**src/rtl/legacy_cfg_pkg.sv**
```systemverilog
package legacy_cfg_pkg;
  localparam int NUM_REGS = 16;
  localparam int IDX_W    = $clog2(NUM_REGS);

  localparam logic [15:0] SER_PRI_BASE = 16'h03F8;
  localparam logic [15:0] SER_SEC_BASE = 16'h02F8;
  localparam logic [15:0] FDC_BASE     = 16'h03F0;
  localparam logic [15:0] IDE_BASE     = 16'h01F0;
  localparam logic [15:0] IDE_CTL_BASE = 16'h03F6;
  localparam logic [3:0]  PAR_IRQ      = 4'd7;

  // Strobes from control to datapath
  typedef struct packed {
    logic             regWr;
    logic [IDX_W-1:0] regIdx;
    logic             idxInRange;
    logic             cfgActive;
  } cfgStrobe_t;

  function automatic logic [7:0] regResetVal(input int i);
    case (i)
      0:       return 8'h3F;
      1:       return 8'h9F;
      2:       return 8'hDC;
      default: return 8'h00;
    endcase
  endfunction
endpackage

```
**src/rtl/legacy_io_cfg_ctrl.sv**
```systemverilog
module legacy_io_cfg_ctrl
  import legacy_cfg_pkg::*;
#(
  parameter int              ADDR_W     = 16,
  parameter logic [ADDR_W-1:0] INDEX_PORT = 16'h03F0,
  parameter logic [7:0]      KEY_ENTER  = 8'h55,
  parameter logic [7:0]      KEY_EXIT   = 8'hAA,
  parameter int              UNLOCK_CNT = 2
) (
  input  logic              clk,
  input  logic              rstN,
  input  logic [ADDR_W-1:0] ioAddr,
  input  logic [7:0]        ioWrData,
  input  logic              ioWr,
  output cfgStrobe_t        strb
);
  localparam int CNT_W = $clog2(UNLOCK_CNT + 1);
  localparam logic [ADDR_W-1:0] DATA_PORT = INDEX_PORT + 1'b1;

  logic [CNT_W-1:0] unlockCnt;
  logic [7:0]       indexReg;
  logic             active;
  logic             hitIdx;
  logic             hitData;

  assign active  = (unlockCnt == CNT_W'(UNLOCK_CNT));
  assign hitIdx  = ioWr && (ioAddr == INDEX_PORT);
  assign hitData = ioWr && (ioAddr == DATA_PORT);

  always_ff @(posedge clk or negedge rstN) begin
    if (!rstN) begin
      unlockCnt <= '0;
      indexReg  <= '0;
    end else if (hitIdx) begin
      if (active) begin
        if (ioWrData == KEY_EXIT) unlockCnt <= '0;
        else                      indexReg  <= ioWrData;
      end else if (ioWrData == KEY_ENTER) begin
        unlockCnt <= unlockCnt + 1'b1;
      end
    end
  end

  always_comb begin
    strb.cfgActive  = active;
    strb.idxInRange = (indexReg < 8'(NUM_REGS));
    strb.regIdx     = indexReg[IDX_W-1:0];
    strb.regWr      = hitData && active && (indexReg < 8'(NUM_REGS));
  end


  lock_hold_chk: assert property (@(posedge clk) disable iff (!rstN)
    (!active && ioWr && !(hitIdx && ioWrData == KEY_ENTER)) |=> $stable(unlockCnt));

  exit_key_chk: assert property (@(posedge clk) disable iff (!rstN)
    (active && hitIdx && ioWrData == KEY_EXIT) |=> (!strb.cfgActive && unlockCnt == '0));

  cnt_range_chk: assert property (@(posedge clk) disable iff (!rstN)
    unlockCnt <= CNT_W'(UNLOCK_CNT));
endmodule

```
**src/rtl/legacy_io_cfg_dp.sv**
```systemverilog
module legacy_io_cfg_dp
  import legacy_cfg_pkg::*;
#(
  parameter int                ADDR_W    = 16,
  parameter logic [ADDR_W-1:0] DATA_PORT = 16'h03F1
) (
  input  logic              clk,
  input  logic              rstN,
  input  cfgStrobe_t        strb,
  input  logic [ADDR_W-1:0] ioAddr,
  input  logic [7:0]        ioWrData,
  input  logic              ioRd,
  output logic [7:0]        ioRdData,
  output logic [1:0]        serEn,
  output logic [1:0][15:0]  serBase,
  output logic [1:0][3:0]   serIrq,
  output logic              parEn,
  output logic [15:0]       parBase,
  output logic [3:0]        parIrq,
  output logic              fdcEn,
  output logic [15:0]       fdcBase,
  output logic              ideEn,
  output logic [15:0]       ideBase,
  output logic [15:0]       ideCtlBase
);
  localparam int SER_PORTS = 2;
  localparam int SER_FIELD = 4;

  logic [NUM_REGS-1:0][7:0] regFile;
  logic [15:0] alt3Addr, alt4Addr;

  for (genvar gi = 0; gi < NUM_REGS; gi++) begin : g_reg
    always_ff @(posedge clk or negedge rstN) begin
      if (!rstN)
        regFile[gi] <= regResetVal(gi);
      else if (strb.regWr && strb.regIdx == IDX_W'(gi))
        regFile[gi] <= ioWrData;
    end
  end

  assign ioRdData = (ioRd && ioAddr == DATA_PORT && strb.cfgActive && strb.idxInRange)
                    ? regFile[strb.regIdx] : 8'h00;

  always_comb begin
    case (regFile[1][6:5])
      2'd0: begin alt3Addr = 16'h0338; alt4Addr = 16'h0238; end
      2'd1: begin alt3Addr = 16'h03E8; alt4Addr = 16'h02E8; end
      2'd2: begin alt3Addr = 16'h03E8; alt4Addr = 16'h02E0; end
      default: begin alt3Addr = 16'h0220; alt4Addr = 16'h0228; end
    endcase
  end

  for (genvar gs = 0; gs < SER_PORTS; gs++) begin : g_ser
    logic [2:0]  field;
    logic [15:0] baseNext;
    logic [3:0]  irqNext;
    assign field = regFile[2][gs*SER_FIELD +: 3];
    always_comb begin
      case (field[1:0])
        2'd0:    begin baseNext = SER_PRI_BASE; irqNext = 4'd4; end
        2'd1:    begin baseNext = SER_SEC_BASE; irqNext = 4'd3; end
        2'd2:    begin baseNext = alt3Addr;     irqNext = 4'd4; end
        default: begin baseNext = alt4Addr;     irqNext = 4'd3; end
      endcase
    end
    always_ff @(posedge clk) begin
      serEn[gs]   <= field[2];
      serBase[gs] <= baseNext;
      serIrq[gs]  <= irqNext;
    end
  end

  always_ff @(posedge clk) begin
    parEn <= (regFile[1][1:0] != 2'd0);
    case (regFile[1][1:0])
      2'd1:    parBase <= 16'h03BC;
      2'd2:    parBase <= 16'h0378;
      2'd3:    parBase <= 16'h0278;
      default: parBase <= 16'h0000;
    endcase
    parIrq     <= PAR_IRQ;
    fdcEn      <= regFile[0][4];
    fdcBase    <= FDC_BASE;
    ideEn      <= regFile[0][0];
    ideBase    <= IDE_BASE;
    ideCtlBase <= IDE_CTL_BASE;
  end


  no_stray_write_chk: assert property (@(posedge clk) disable iff (!rstN)
    !strb.regWr |=> $stable(regFile));

  locked_write_chk: assert property (@(posedge clk) disable iff (!rstN)
    !strb.cfgActive |-> !strb.regWr);

  locked_read_chk: assert property (@(posedge clk) disable iff (!rstN)
    !strb.cfgActive |-> ioRdData == 8'h00);

  ser_lag_chk: assert property (@(posedge clk) disable iff (!rstN)
    rstN |=> serEn[0] == $past(regFile[2][2]));

  fdc_lag_chk: assert property (@(posedge clk) disable iff (!rstN)
    rstN |=> fdcEn == $past(regFile[0][4]));
endmodule

```
**src/rtl/legacy_io_cfg.sv**
```systemverilog
module legacy_io_cfg
  import legacy_cfg_pkg::*;
#(
  parameter int ADDR_W = 16
) (
  input  logic              clk,
  input  logic              rstN,
  input  logic [ADDR_W-1:0] ioAddr,
  input  logic [7:0]        ioWrData,
  input  logic              ioWr,
  input  logic              ioRd,
  output logic [7:0]        ioRdData,
  output logic              serAEn,
  output logic [15:0]       serABase,
  output logic [3:0]        serAIrq,
  output logic              serBEn,
  output logic [15:0]       serBBase,
  output logic [3:0]        serBIrq,
  output logic              parEn,
  output logic [15:0]       parBase,
  output logic [3:0]        parIrq,
  output logic              fdcEn,
  output logic [15:0]       fdcBase,
  output logic              ideEn,
  output logic [15:0]       ideBase,
  output logic [15:0]       ideCtlBase
);
  localparam logic [ADDR_W-1:0] IDX_PORT = ADDR_W'(16'h03F0);

  cfgStrobe_t       strb;
  logic [1:0]       serEn;
  logic [1:0][15:0] serBase;
  logic [1:0][3:0]  serIrq;

  legacy_io_cfg_ctrl #(.ADDR_W(ADDR_W), .INDEX_PORT(IDX_PORT)) i_ctrl (
    .clk(clk), .rstN(rstN), .ioAddr(ioAddr), .ioWrData(ioWrData),
    .ioWr(ioWr), .strb(strb)
  );

  legacy_io_cfg_dp #(.ADDR_W(ADDR_W), .DATA_PORT(IDX_PORT + 1'b1)) i_dp (
    .clk(clk), .rstN(rstN), .strb(strb), .ioAddr(ioAddr), .ioWrData(ioWrData),
    .ioRd(ioRd), .ioRdData(ioRdData), .serEn(serEn), .serBase(serBase),
    .serIrq(serIrq), .parEn(parEn), .parBase(parBase), .parIrq(parIrq),
    .fdcEn(fdcEn), .fdcBase(fdcBase), .ideEn(ideEn), .ideBase(ideBase),
    .ideCtlBase(ideCtlBase)
  );

  assign serAEn   = serEn[0];
  assign serABase = serBase[0];
  assign serAIrq  = serIrq[0];
  assign serBEn   = serEn[1];
  assign serBBase = serBase[1];
  assign serBIrq  = serIrq[1];
endmodule

```
**config.mk**
```make
export PLATFORM = sky130hd
export DESIGN_NAME = legacy_io_cfg
export DESIGN_NICKNAME = d
export VERILOG_FILES = /design/src/rtl/legacy_cfg_pkg.sv /design/src/rtl/legacy_io_cfg_ctrl.sv /design/src/rtl/legacy_io_cfg_dp.sv /design/src/rtl/legacy_io_cfg.sv
export SDC_FILE = /design/constraint.sdc
export NUM_CORES = 1
export LEC_CHECK = 0
export BUFFER_PORTS_ARGS = -buffer_cell sky130_fd_sc_hd__buf_2
export CORE_MARGIN = 2
export CORE_UTILIZATION = 50
export CTS_CLUSTER_SIZE = 40
export DETAILED_ROUTE_END_ITERATION = 12
export PLACE_DENSITY = 0.76
export REMOVE_ABC_BUFFERS = 1
export SETUP_SLACK_MARGIN = 0.5
export SYNTH_ARGS = -nofsm -noshare
export SYNTH_HDL_FRONTEND = slang
export SYNTH_SLANG_ARGS = --single-unit
```
**constraint.sdc**
```tcl
create_clock -name clk -period 2.8 [get_ports clk]
set_input_delay 0.14 -clock clk [delete_from_list [all_inputs] [get_ports clk]]
set_output_delay 0.14 -clock clk [all_outputs]
set_load 0.005 [all_outputs]
```
==> flow_metrics.py, run 1 <==
metrics = {
    "worst_setup_path": {
        "arrival_time_of_data_at_the_critical_path_endpoint_ns": 2.17,
        "critical_path.endpoint_type": "output port",
        "critical_path.startpoint_type": "register",
        "worstSetupPathType": "reg -> out",
        "worst-endpoint-required_ns": 2.66,
        "r2r.worst_path.cells": 8,
        "worstPathMaxFanout": 8,
    },
    "routing": {
        "route.final.wire_length_mm": 16.1,
        "drt_first_iter_violations": 229,
        "route.antenna.remaining_nets": 0,
        "drt-vias-per-instance": 5.34,
        "drc_errors": 0,
        "detail_route.first_pass.iterations": 4,
        "route.vias.total": 4606,
        "wire_per_inst_um": 18.6,
    },
    "cts": {
        "clk_transition_reported_paths_ns": 0.06,
        "cts_tree": "built",
        "htree_num_levels": 4,
        "tritoncts.num_buffers": 17,
        "insertion_delay_ns": 0.42,
        "clockRootBuffer": "sky130_fd_sc_hd__clkbuf_16",
        "cts.sinks": 159,
        "max-clock-path-buffers": 2,
    },
    "finish": {
        "areaGrowthSynthToFinish_pct": 14.0,
        "diodes_inserted": 0,
        "final_core_density": 0.588,
        "num-nets-final": 674,
        "layout_common_cells": "sky130_fd_sc_hd__mux2_2 (134), sky130_fd_sc_hd__dfrtp_1 (119), sky130_fd_sc_hd__conb_1 (84)",
        "drive_gt1_frac": 0.533,
        "layout.cells.most_common": "sky130_fd_sc_hd__mux2_2",
        "post_layout_nonfiller_instances": 862,
    },
    "timing": {
        "timing.clock.skew_ns": 0.00786,
        "setup_viol_count_final": 0,
        "timing.final.crit_share": 0.826,
        "final_number_of_max_transition_violations": 0,
        "actual_slew_at_the_worst_max_slew_pin_ns": 0.768,
        "post-route-worst-setup-slack_ns": 0.487,
        "rsz_0062_raised_after_global_routing": "yes",
        "finalHoldViolations": 0,
        "worst_slew_margin_rel": 0.486,
        "fmax_ghz": 0.432,
        "finalWorstPathRequiredPeriod_ns": 2.31,
        "setup-tns-final_ns": 0,
    },
    "logic_synthesis": {
        "yosys_register_bits": 159,
        "post_synthesis_cell_type_with_the_largest_combined_area": "sky130_fd_sc_hd__dfrtp_1",
        "yosysSeqAreaShare": 0.493,
        "synth_cells": 560,
        "yosys_warnings": 0,
        "synth.top_cell.area_share": 0.383,
        "synthDistinctLibCells": 34,
        "mappedNetlistArea_sq_um": 7910,
        "yosys-top-cells-area": "sky130_fd_sc_hd__dfrtp_1 (38%), sky130_fd_sc_hd__mux2_2 (19%), sky130_fd_sc_hd__mux4_2 (9.1%)",
        "synthesis.area_per_instance_sq_um": 14.1,
    },
    "global_route": {
        "overflow": 0,
        "grt_first_pass_wirelength_mm": 25.4,
        "antenna_found_initial": 0,
        "pin_count_of_the_biggest_net_entering_global_routing": 76,
        "grt_pass1_vias": 4668,
        "grt.total_usage": 0.202,
    },
    "power": {
        "power.total_mw": 4.50,
        "static-leakage-power_nw": 4.28,
        "worst_ir_drop_vdd_mv": 0.391,
        "p_per_area_nw_per_um2": 499,
    },
    "die": {
        "num_io_pins": 149,
        "die_height_um": 130,
        "floorplan.initialDensity": 0.516,
        "floorplan.rows": 45,
        "core_area_sq_um": 15300,
        "fp.dieArea_sq_um": 16800,
        "floorplan.die.width_um": 130,
    },
    "place": {
        "dp_hpwl_mm": 10.5,
        "place_congestion": 0.829,
        "portBuffers": 64,
        "dp.cells": 814,
        "pre_cts_ws_ns": 0.00651,
    },
    "outcome": {
        "status": "completed",
    },
    "worst_hold_path": {
        "hold_class": "in -> async",
    },
    "run": {
        "max_cap_violations": 0,
    },
}
per-stage QoR:
stage                     instance area [sq um]  hold WS [ns]
after floorplan                            7390        -0.156
after global placement                     8190        0.0692
after detailed placement                   8190        0.0823
after CTS                                  8940         0.163
after global routing                       9010         0.225
final                                      9010         0.185
power by group:
part	internal (mW)	switching (mW)	leakage [nW]
clock	1.20	0.838	0.251
combinational	0.0373	0.126	2.00
sequential	2.30	0.0000930	2.03
final timing paths:
| path | end | startpoint | slack [ns] |
|---|---|---|---|
| max | ioRdData[5] | i_ctrl.indexReg[5] | 0.49 |
| min | i_dp.regFile[31] | rstN | 0.18 |
| max reg2reg | i_dp.regFile[101] | i_ctrl.indexReg[5] | 0.55 |
| min reg2reg | i_dp.fdcEn | i_dp.regFile[4] | 0.43 |
| max in group asynchronous | i_dp.g_ser[1].field[0] | rstN | 1.79 |
| min in group clk | i_ctrl.unlockCnt[1] | ioWr | 0.19 |
flip-flops by register name, indices dropped and copies added, names as in the netlist:
name	count
i_ctrl.indexReg	8
i_ctrl.unlockCnt	2
i_dp.fdcEn	1
i_dp.g_ser.field	6
i_dp.ideEn	1
i_dp.parBase	4
i_dp.parEn	1
i_dp.regFile	122
i_dp.serBase	8
i_dp.serEn	2
i_dp.serIrq	4
worst max-delay path, cell delays in order (launching register included):
cell                        delay [ns]
sky130_fd_sc_hd__dfrtp_1          0.41
sky130_fd_sc_hd__nor3_4           0.27
sky130_fd_sc_hd__nand4bb_4        0.16
sky130_fd_sc_hd__buf_12           0.16
sky130_fd_sc_hd__or3_4            0.47
sky130_fd_sc_hd__a21oi_4          0.16
sky130_fd_sc_hd__buf_2            0.13
cells by family (layout without fill, tap and decap cells):
logic type	count (synthesis)	count (layout)	share of synthesized area
AOI/OAI and AO/OA	29	29	0.0236
adders and majority gates	8	8	0.0127
buffers and inverters	133	142	0.109
DFF	159	159	0.493
muxes	171	171	0.289
other	2	84	0.000950
and+or+nand+nor	58	58	0.0725
synthesized netlist by cell type:
cell                        number
sky130_fd_sc_hd__nor4_4         12
sky130_fd_sc_hd__conb_1          2
sky130_fd_sc_hd__nor2b_1         2
sky130_fd_sc_hd__nand4bb_1       2
sky130_fd_sc_hd__nand2b_1        9
sky130_fd_sc_hd__nor4bb_1        4
sky130_fd_sc_hd__or4b_1          5
sky130_fd_sc_hd__mux2_2        134
sky130_fd_sc_hd__buf_1           5
sky130_fd_sc_hd__buf_2           5
sky130_fd_sc_hd__nor2_1          5
sky130_fd_sc_hd__nor3_1          2
sky130_fd_sc_hd__o21ai_0         1
sky130_fd_sc_hd__or3_1           2
sky130_fd_sc_hd__mux2_1          5
sky130_fd_sc_hd__mux4_2         32
sky130_fd_sc_hd__dfxtp_1        21
sky130_fd_sc_hd__and2_1          1
sky130_fd_sc_hd__nand3_1         2
sky130_fd_sc_hd__clkbuf_1       21
sky130_fd_sc_hd__dfrtp_1       121
sky130_fd_sc_hd__ha_1            8
sky130_fd_sc_hd__nand4b_1        1
sky130_fd_sc_hd__or3b_2          2
sky130_fd_sc_hd__buf_6           1
sky130_fd_sc_hd__nand3b_1        2
sky130_fd_sc_hd__a21oi_1        11
sky130_fd_sc_hd__a22oi_1        16
sky130_fd_sc_hd__inv_1           9
sky130_fd_sc_hd__a31oi_1         1
sky130_fd_sc_hd__dfstp_2        17
sky130_fd_sc_hd__buf_4          92
sky130_fd_sc_hd__or4_1           3
sky130_fd_sc_hd__nand2_1         4
layer usage:
layer	wire (um)	GRT usage
met4	447	0.0803
met3	970	0.0459
met2	7980	0.333
met1	6670	0.261
met5	0	0
layout make-up:
cell class                 instances  area [sq um]
clock inverter                     2          10.0
fill                            1187          6300
multi-input combinational        350          3610
sequential                       159          3900
timing repair buffer             101           689
inverter                           9          33.8
clock buffer                      30           504
tap                              211           264
timing repair:
item                                    4_1_cts  5_1_grt
pin swaps                                     3        3
hold endpoints to repair                     26        0
endpoints found under the setup margin       29       20
setup buffers                                12        3
gates resized for setup                      27       10
hold buffers                                  1        0
Power figures use the tool's default switching activity.
==> run 2: changes to the inputs <==
--- a/config.mk
+++ b/config.mk
@@ -10,7 +10,7 @@
 export CORE_UTILIZATION = 50
 export CTS_CLUSTER_SIZE = 40
 export DETAILED_ROUTE_END_ITERATION = 12
-export PLACE_DENSITY = 0.76
+export PLACE_DENSITY = 0.79
 export REMOVE_ABC_BUFFERS = 1
 export SETUP_SLACK_MARGIN = 0.5
 export SYNTH_ARGS = -nofsm -noshare
==> constraint.sdc (replaced) <==
create_clock -name clk -period 2.11 [get_ports clk]
set_input_delay 0.1055 -clock clk [delete_from_list [all_inputs] [get_ports clk]]
set_output_delay 0.1055 -clock clk [all_outputs]
set_load 0.005 [all_outputs]
==> flow_metrics.py, run 2 (synthesized netlist as in run 1, its figures left out) <==
metrics = {
    "cts": {
        "tritoncts.num_buffers": 17,
        "max-clock-path-buffers": 2,
        "clk_transition_reported_paths_ns": 0.06,
        "htree_num_levels": 4,
        "cts_tree": "built",
        "insertion_delay_ns": 0.43,
        "clockRootBuffer": "sky130_fd_sc_hd__clkbuf_16",
        "cts.sinks": 159,
    },
    "timing": {
        "finalHoldWorstSlack_ns": 0.172,
        "timing.clock.skew_ns": 0.00720,
        "setup-tns-final_ns": -7.44,
        "fmax_ghz": 0.439,
        "final_number_of_max_transition_violations": 0,
        "post-route-worst-setup-slack_ns": -0.167,
        "worst_slew_margin_rel": 0.593,
        "setup_viol_count_final": 120,
        "timing.final.crit_share": 1.08,
        "finalWorstPathRequiredPeriod_ns": 2.28,
        "rsz_0062_raised_after_global_routing": "yes",
        "actual_slew_at_the_worst_max_slew_pin_ns": 0.609,
        "finalHoldViolations": 0,
    },
    "global_route": {
        "overflow": 0,
        "antenna_found_initial": 0,
        "grt_pass1_vias": 4975,
        "pin_count_of_the_biggest_net_entering_global_routing": 53,
        "grt.total_usage": 0.223,
        "grt_first_pass_wirelength_mm": 27.8,
    },
    "place": {
        "portBuffers": 64,
        "detailed_place.area_sq_um": 8380,
        "dp.cells": 840,
        "dp_hpwl_mm": 11.2,
        "pre_cts_ws_ns": -0.520,
        "place_congestion": 0.842,
    },
    "worst_setup_path": {
        "arrival_time_of_data_at_the_critical_path_endpoint_ns": 2.17,
        "worst-endpoint-required_ns": 2.00,
        "critical_path.endpoint_type": "output port",
        "worstSetupPathType": "reg -> out",
        "critical_path.startpoint_type": "register",
        "slowest_stage": "sky130_fd_sc_hd__mux4_2",
        "critical-path-max-stage-delay_ns": 0.56,
        "crit_chain": "buf_12 -> mux4_2 -> a22oi_2 -> a21oi_1 -> buf_2",
        "worstPathMaxFanout": 15,
    },
    "finish": {
        "layout.cells.most_common": "sky130_fd_sc_hd__dfrtp_1",
        "final_core_density": 0.636,
        "post_layout_nonfiller_instances": 884,
        "layout_common_cells": "sky130_fd_sc_hd__dfrtp_1 (119), sky130_fd_sc_hd__mux2_4 (102), sky130_fd_sc_hd__conb_1 (84)",
        "num-nets-final": 696,
        "diodes_inserted": 0,
        "reg_top3": "i_dp.regFile x122, i_ctrl.indexReg x8, i_dp.serBase x8",
        "largest_register_ff_count": 122,
        "largest-register": "i_dp.regFile",
        "final_design_area_no_fill_sq_um": 9740,
        "drive_gt1_frac": 0.568,
        "areaGrowthSynthToFinish_pct": 23.2,
    },
    "outcome": {
        "violations": "negative setup slack",
        "status": "finished, violations left",
    },
    "die": {
        "num_io_pins": 149,
        "die_height_um": 130,
        "floorplan.rows": 45,
        "fp.dieArea_sq_um": 16800,
        "core_area_sq_um": 15300,
        "floorplan.die.width_um": 130,
        "floorplan.initialDensity": 0.516,
    },
    "power": {
        "static-leakage-power_nw": 4.57,
        "power.total_mw": 6.35,
        "worst_ir_drop_vdd_mv": 0.535,
        "p_per_area_nw_per_um2": 652,
    },
    "routing": {
        "drt-vias-per-instance": 5.42,
        "route.antenna.remaining_nets": 0,
        "route.vias.total": 4792,
        "drt_first_iter_violations": 333,
        "route.final.wire_length_mm": 18.5,
        "wire_per_inst_um": 20.9,
        "drc_errors": 0,
        "detail_route.first_pass.iterations": 4,
    },
    "worst_hold_path": {
        "hold_class": "in -> reg",
    },
    "run": {
        "max_cap_violations": 0,
    },
}
run 2: final timing paths:
kind                                        start                     end  slack [ns]  depth (start not counted)
min                                     ioAddr[0]     i_ctrl.unlockCnt[1]        0.17                          4
max reg2reg                    i_ctrl.indexReg[7]        i_dp.regFile[29]       -0.12                          8
max in group asynchronous                    rstN  i_dp.g_ser[1].field[2]        1.16                          3
max                            i_ctrl.indexReg[2]             ioRdData[7]       -0.17                          5
min in group asynchronous                    rstN        i_dp.regFile[95]        0.21                          2
min reg2reg                i_dp.g_ser[0].field[2]           i_dp.serEn[0]        0.42                          0
run 2: critical path, delay by kind of cell (launching register included):
family | cells | cell delay (ns)
mux | 1 | 0.56
flops | 1 | 0.48
compound gates | 2 | 0.35
buf+inv | 2 | 0.34
run 2: final cells by class:
cell class / count / area (sq um)
clock buffers: 21 / 480
clock inverters: 11 / 113
fillers: 1063 / 5580
inverters: 9 / 33.8
multi-input cells: 350 / 3960
flip-flops and latches: 159 / 3900
well taps: 211 / 264
repair buffers: 123 / 995
run 2: power breakdown:
part | switching (mW) | internal (mW) | total (mW)
clock network | 1.19 | 1.85 | 3.04
logic | 0.182 | 0.0758 | 0.258
registers | 0.000104 | 3.05 | 3.05
total | 1.38 | 4.97 | 6.35
run 2: per-layer routing:
metal | wire (um) | track usage | vias to the layer above
li1 | - | - | 2039
met1 | 7240 | 0.278 | 2480
met2 | 9070 | 0.359 | 228
met3 | 1500 | 0.0627 | 45
met4 | 639 | 0.115 | 0
met5 | 0 | 0 | -
run 2: repair_timing:
action                                 in CTS  in global routing
hold buffers                                2                  0
gates resized for setup                   102                 72
pin swaps                                  16                 14
endpoints found under the hold margin      39                  0
setup endpoints to repair                 144                144
buffers inserted                            6                  4
==> run 3: changes to the inputs <==
--- a/config.mk
+++ b/config.mk
@@ -5,12 +5,13 @@
 export SDC_FILE = /design/constraint.sdc
 export NUM_CORES = 1
 export LEC_CHECK = 0
+export ABC_CLOCK_PERIOD_IN_PS = 2110
 export BUFFER_PORTS_ARGS = -buffer_cell sky130_fd_sc_hd__buf_2
 export CORE_MARGIN = 2
-export CORE_UTILIZATION = 50
+export CORE_UTILIZATION = 30
 export CTS_CLUSTER_SIZE = 40
 export DETAILED_ROUTE_END_ITERATION = 12
-export PLACE_DENSITY = 0.79
+export PLACE_DENSITY = 0.53
 export REMOVE_ABC_BUFFERS = 1
 export SETUP_SLACK_MARGIN = 0.5
 export SYNTH_ARGS = -nofsm -noshare
==> constraint.sdc (replaced) <==
create_clock -name clk -period 2.11 [get_ports clk]
set_input_delay 0.422 -clock clk [delete_from_list [all_inputs] [get_ports clk]]
set_output_delay 0.422 -clock clk [all_outputs]
set_load 0.005 [all_outputs]
==> flow_metrics.py, run 3 (synthesized netlist as in run 1, its figures left out) <==
metrics = {
    "outcome": {
        "status": "finished, violations left",
        "violations": "negative setup slack",
    },
    "cts": {
        "tritoncts.num_buffers": 17,
        "max-clock-path-buffers": 2,
        "cts_tree": "built",
        "insertion_delay_ns": 0.42,
        "cts.sinks": 159,
        "clk_transition_reported_paths_ns": 0.06,
        "clockRootBuffer": "sky130_fd_sc_hd__clkbuf_16",
        "htree_num_levels": 4,
    },
    "finish": {
        "reg_top3": "i_dp.regFile x122, i_ctrl.indexReg x8, i_dp.serBase x8",
        "areaGrowthSynthToFinish_pct": 26.2,
        "largest_register_ff_count": 122,
        "layout_common_cells": "sky130_fd_sc_hd__dfrtp_1 (120), sky130_fd_sc_hd__mux2_4 (98), sky130_fd_sc_hd__conb_1 (84)",
        "largest-register": "i_dp.regFile",
        "layout.cells.most_common": "sky130_fd_sc_hd__dfrtp_1",
        "num-nets-final": 708,
        "drive_gt1_frac": 0.564,
        "final_design_area_no_fill_sq_um": 9980,
        "diodes_inserted": 0,
    },
    "power": {
        "p_per_area_nw_per_um2": 634,
        "static-leakage-power_nw": 4.63,
        "worst_ir_drop_vdd_mv": 0.447,
    },
    "routing": {
        "drt_first_iter_violations": 301,
        "drc_errors": 0,
        "route.antenna.remaining_nets": 0,
        "drt-vias-per-instance": 4.57,
        "wire_per_inst_um": 18.7,
        "route.vias.total": 4659,
        "route.final.wire_length_mm": 19.1,
        "detail_route.first_pass.iterations": 4,
    },
    "global_route": {
        "overflow": 0,
        "grt.total_usage": 0.137,
        "antenna_found_initial": 0,
        "pin_count_of_the_biggest_net_entering_global_routing": 56,
        "grt_first_pass_wirelength_mm": 29.0,
        "grt_pass1_vias": 4852,
    },
    "die": {
        "die_height_um": 166,
        "floorplan.rows": 59,
        "num_io_pins": 149,
        "fp.dieArea_sq_um": 27700,
        "floorplan.die.width_um": 166,
        "core_area_sq_um": 26000,
        "floorplan.initialDensity": 0.304,
    },
    "timing": {
        "fmax_ghz": 0.365,
        "post-route-worst-setup-slack_ns": -0.631,
        "timing.clock.skew_ns": 0.00954,
        "finalHoldViolations": 0,
        "actual_slew_at_the_worst_max_slew_pin_ns": 0.583,
        "timing.final.crit_share": 1.30,
        "rsz_0062_raised_after_global_routing": "yes",
        "setup_viol_count_final": 144,
        "finalWorstPathRequiredPeriod_ns": 2.74,
        "final_number_of_max_transition_violations": 0,
        "worst_slew_margin_rel": 0.611,
    },
    "worst_setup_path": {
        "worst-r2r-setup-slack_ns": -0.02,
        "worstPathMaxFanout": 8,
        "critical_path.endpoint_type": "output port",
        "critical_path.startpoint_type": "primary input",
        "worstSetupPathType": "in -> out",
        "worst-endpoint-required_ns": 1.69,
        "arrival_time_of_data_at_the_critical_path_endpoint_ns": 2.32,
    },
    "place": {
        "portBuffers": 64,
        "dp_hpwl_mm": 12.8,
        "pre_cts_ws_ns": -0.856,
        "place_congestion": 0.840,
        "detailed_place.area_sq_um": 8790,
    },
    "worst_hold_path": {
        "hold_class": "in -> reg",
    },
    "run": {
        "max_cap_violations": 0,
    },
}
==> run 3: changes by cell type in the layout (fill, tap and decap cells not counted), moves of 2 or more <==
cell,before,now
sky130_fd_sc_hd__buf_4,24,40
sky130_fd_sc_hd__buf_6,23,12
sky130_fd_sc_hd__buf_12,7,16
sky130_fd_sc_hd__a22oi_1,8,16
sky130_fd_sc_hd__a22oi_2,8,0
sky130_fd_sc_hd__mux2_2,37,41
sky130_fd_sc_hd__mux2_4,102,98
sky130_fd_sc_hd__buf_8,6,4
==> run 3: power breakdown <==
part / switching, mW / internal, mW
Sequential: 0.0000760 / 3.04
Combinational: 0.183 / 0.0621
Clock: 1.21 / 1.82
Total: 1.40 / 4.93
==> run 3: worst paths after layout <==
path                                   startpoint            endpoint  cells past startpoint
max reg2reg                    i_ctrl.indexReg[4]   i_dp.regFile[126]                      7
max                                     ioAddr[2]         ioRdData[1]                      7
min in group asynchronous                    rstN    i_dp.regFile[93]                      2
min reg2reg                i_dp.g_ser[0].field[2]       i_dp.serEn[0]                      0
max in group asynchronous                    rstN     i_dp.regFile[1]                      3
min                                   ioWrData[4]  i_ctrl.indexReg[4]                      2
==> run 3: worst max-delay path, stage by stage <==
cell                      delay (ns)
sky130_fd_sc_hd__buf_6          0.09
sky130_fd_sc_hd__or4b_4         0.52
sky130_fd_sc_hd__or4_4          0.43
sky130_fd_sc_hd__buf_6          0.15
sky130_fd_sc_hd__or3_4          0.43
sky130_fd_sc_hd__a21oi_2        0.15
sky130_fd_sc_hd__buf_2          0.13
==> run 3: layer usage <==
| metal | vias to the layer above | share of wire | global-route usage |
|---|---|---|---|
| met3 | 20 | 0.045 | 0.0293 |
| met2 | 144 | 0.47 | 0.220 |
| met4 | 0 | 0.025 | 0.0607 |
| met1 | 2429 | 0.46 | 0.179 |
| li1 | 2066 | - | - |
| met5 | - | 0 | 0 |
==> run 3: repair_timing <==
item | CTS | global route
gates resized for setup | 51 | 93
buffers inserted | 2 | 4
endpoints found under the hold margin | 17 | 0
endpoints found under the setup margin | 146 | 146
hold buffers | 1 | 0
pin swaps | 18 | 9
==> run 3: per-stage QoR <==
stage	power, mW	setup TNS [ns]	util	cells	hold slack (ns)
5_1_grt	6.56	-69.98	0.384	1020	0.373
3_5_place_dp	3.33	-113.33	0.338	981	0.407
2_1_floorplan	3.16	-142.70	-	518	0.126
4_1_cts	6.38	-47.12	0.369	1016	0.367
6_report	6.33	-65.74	0.384	1020	0.382
3_3_place_gp	3.32	-112.19	0.338	981	0.412
==> run 3: cell type report <==
cell class	instances	area, sq um
timing repair buffer	135	1140
multi-input combinational	350	3910
clock buffer	21	470
clock inverter	11	114
fill	2439	16000
tap	335	419
sequential	159	3900
inverter	9	33.8
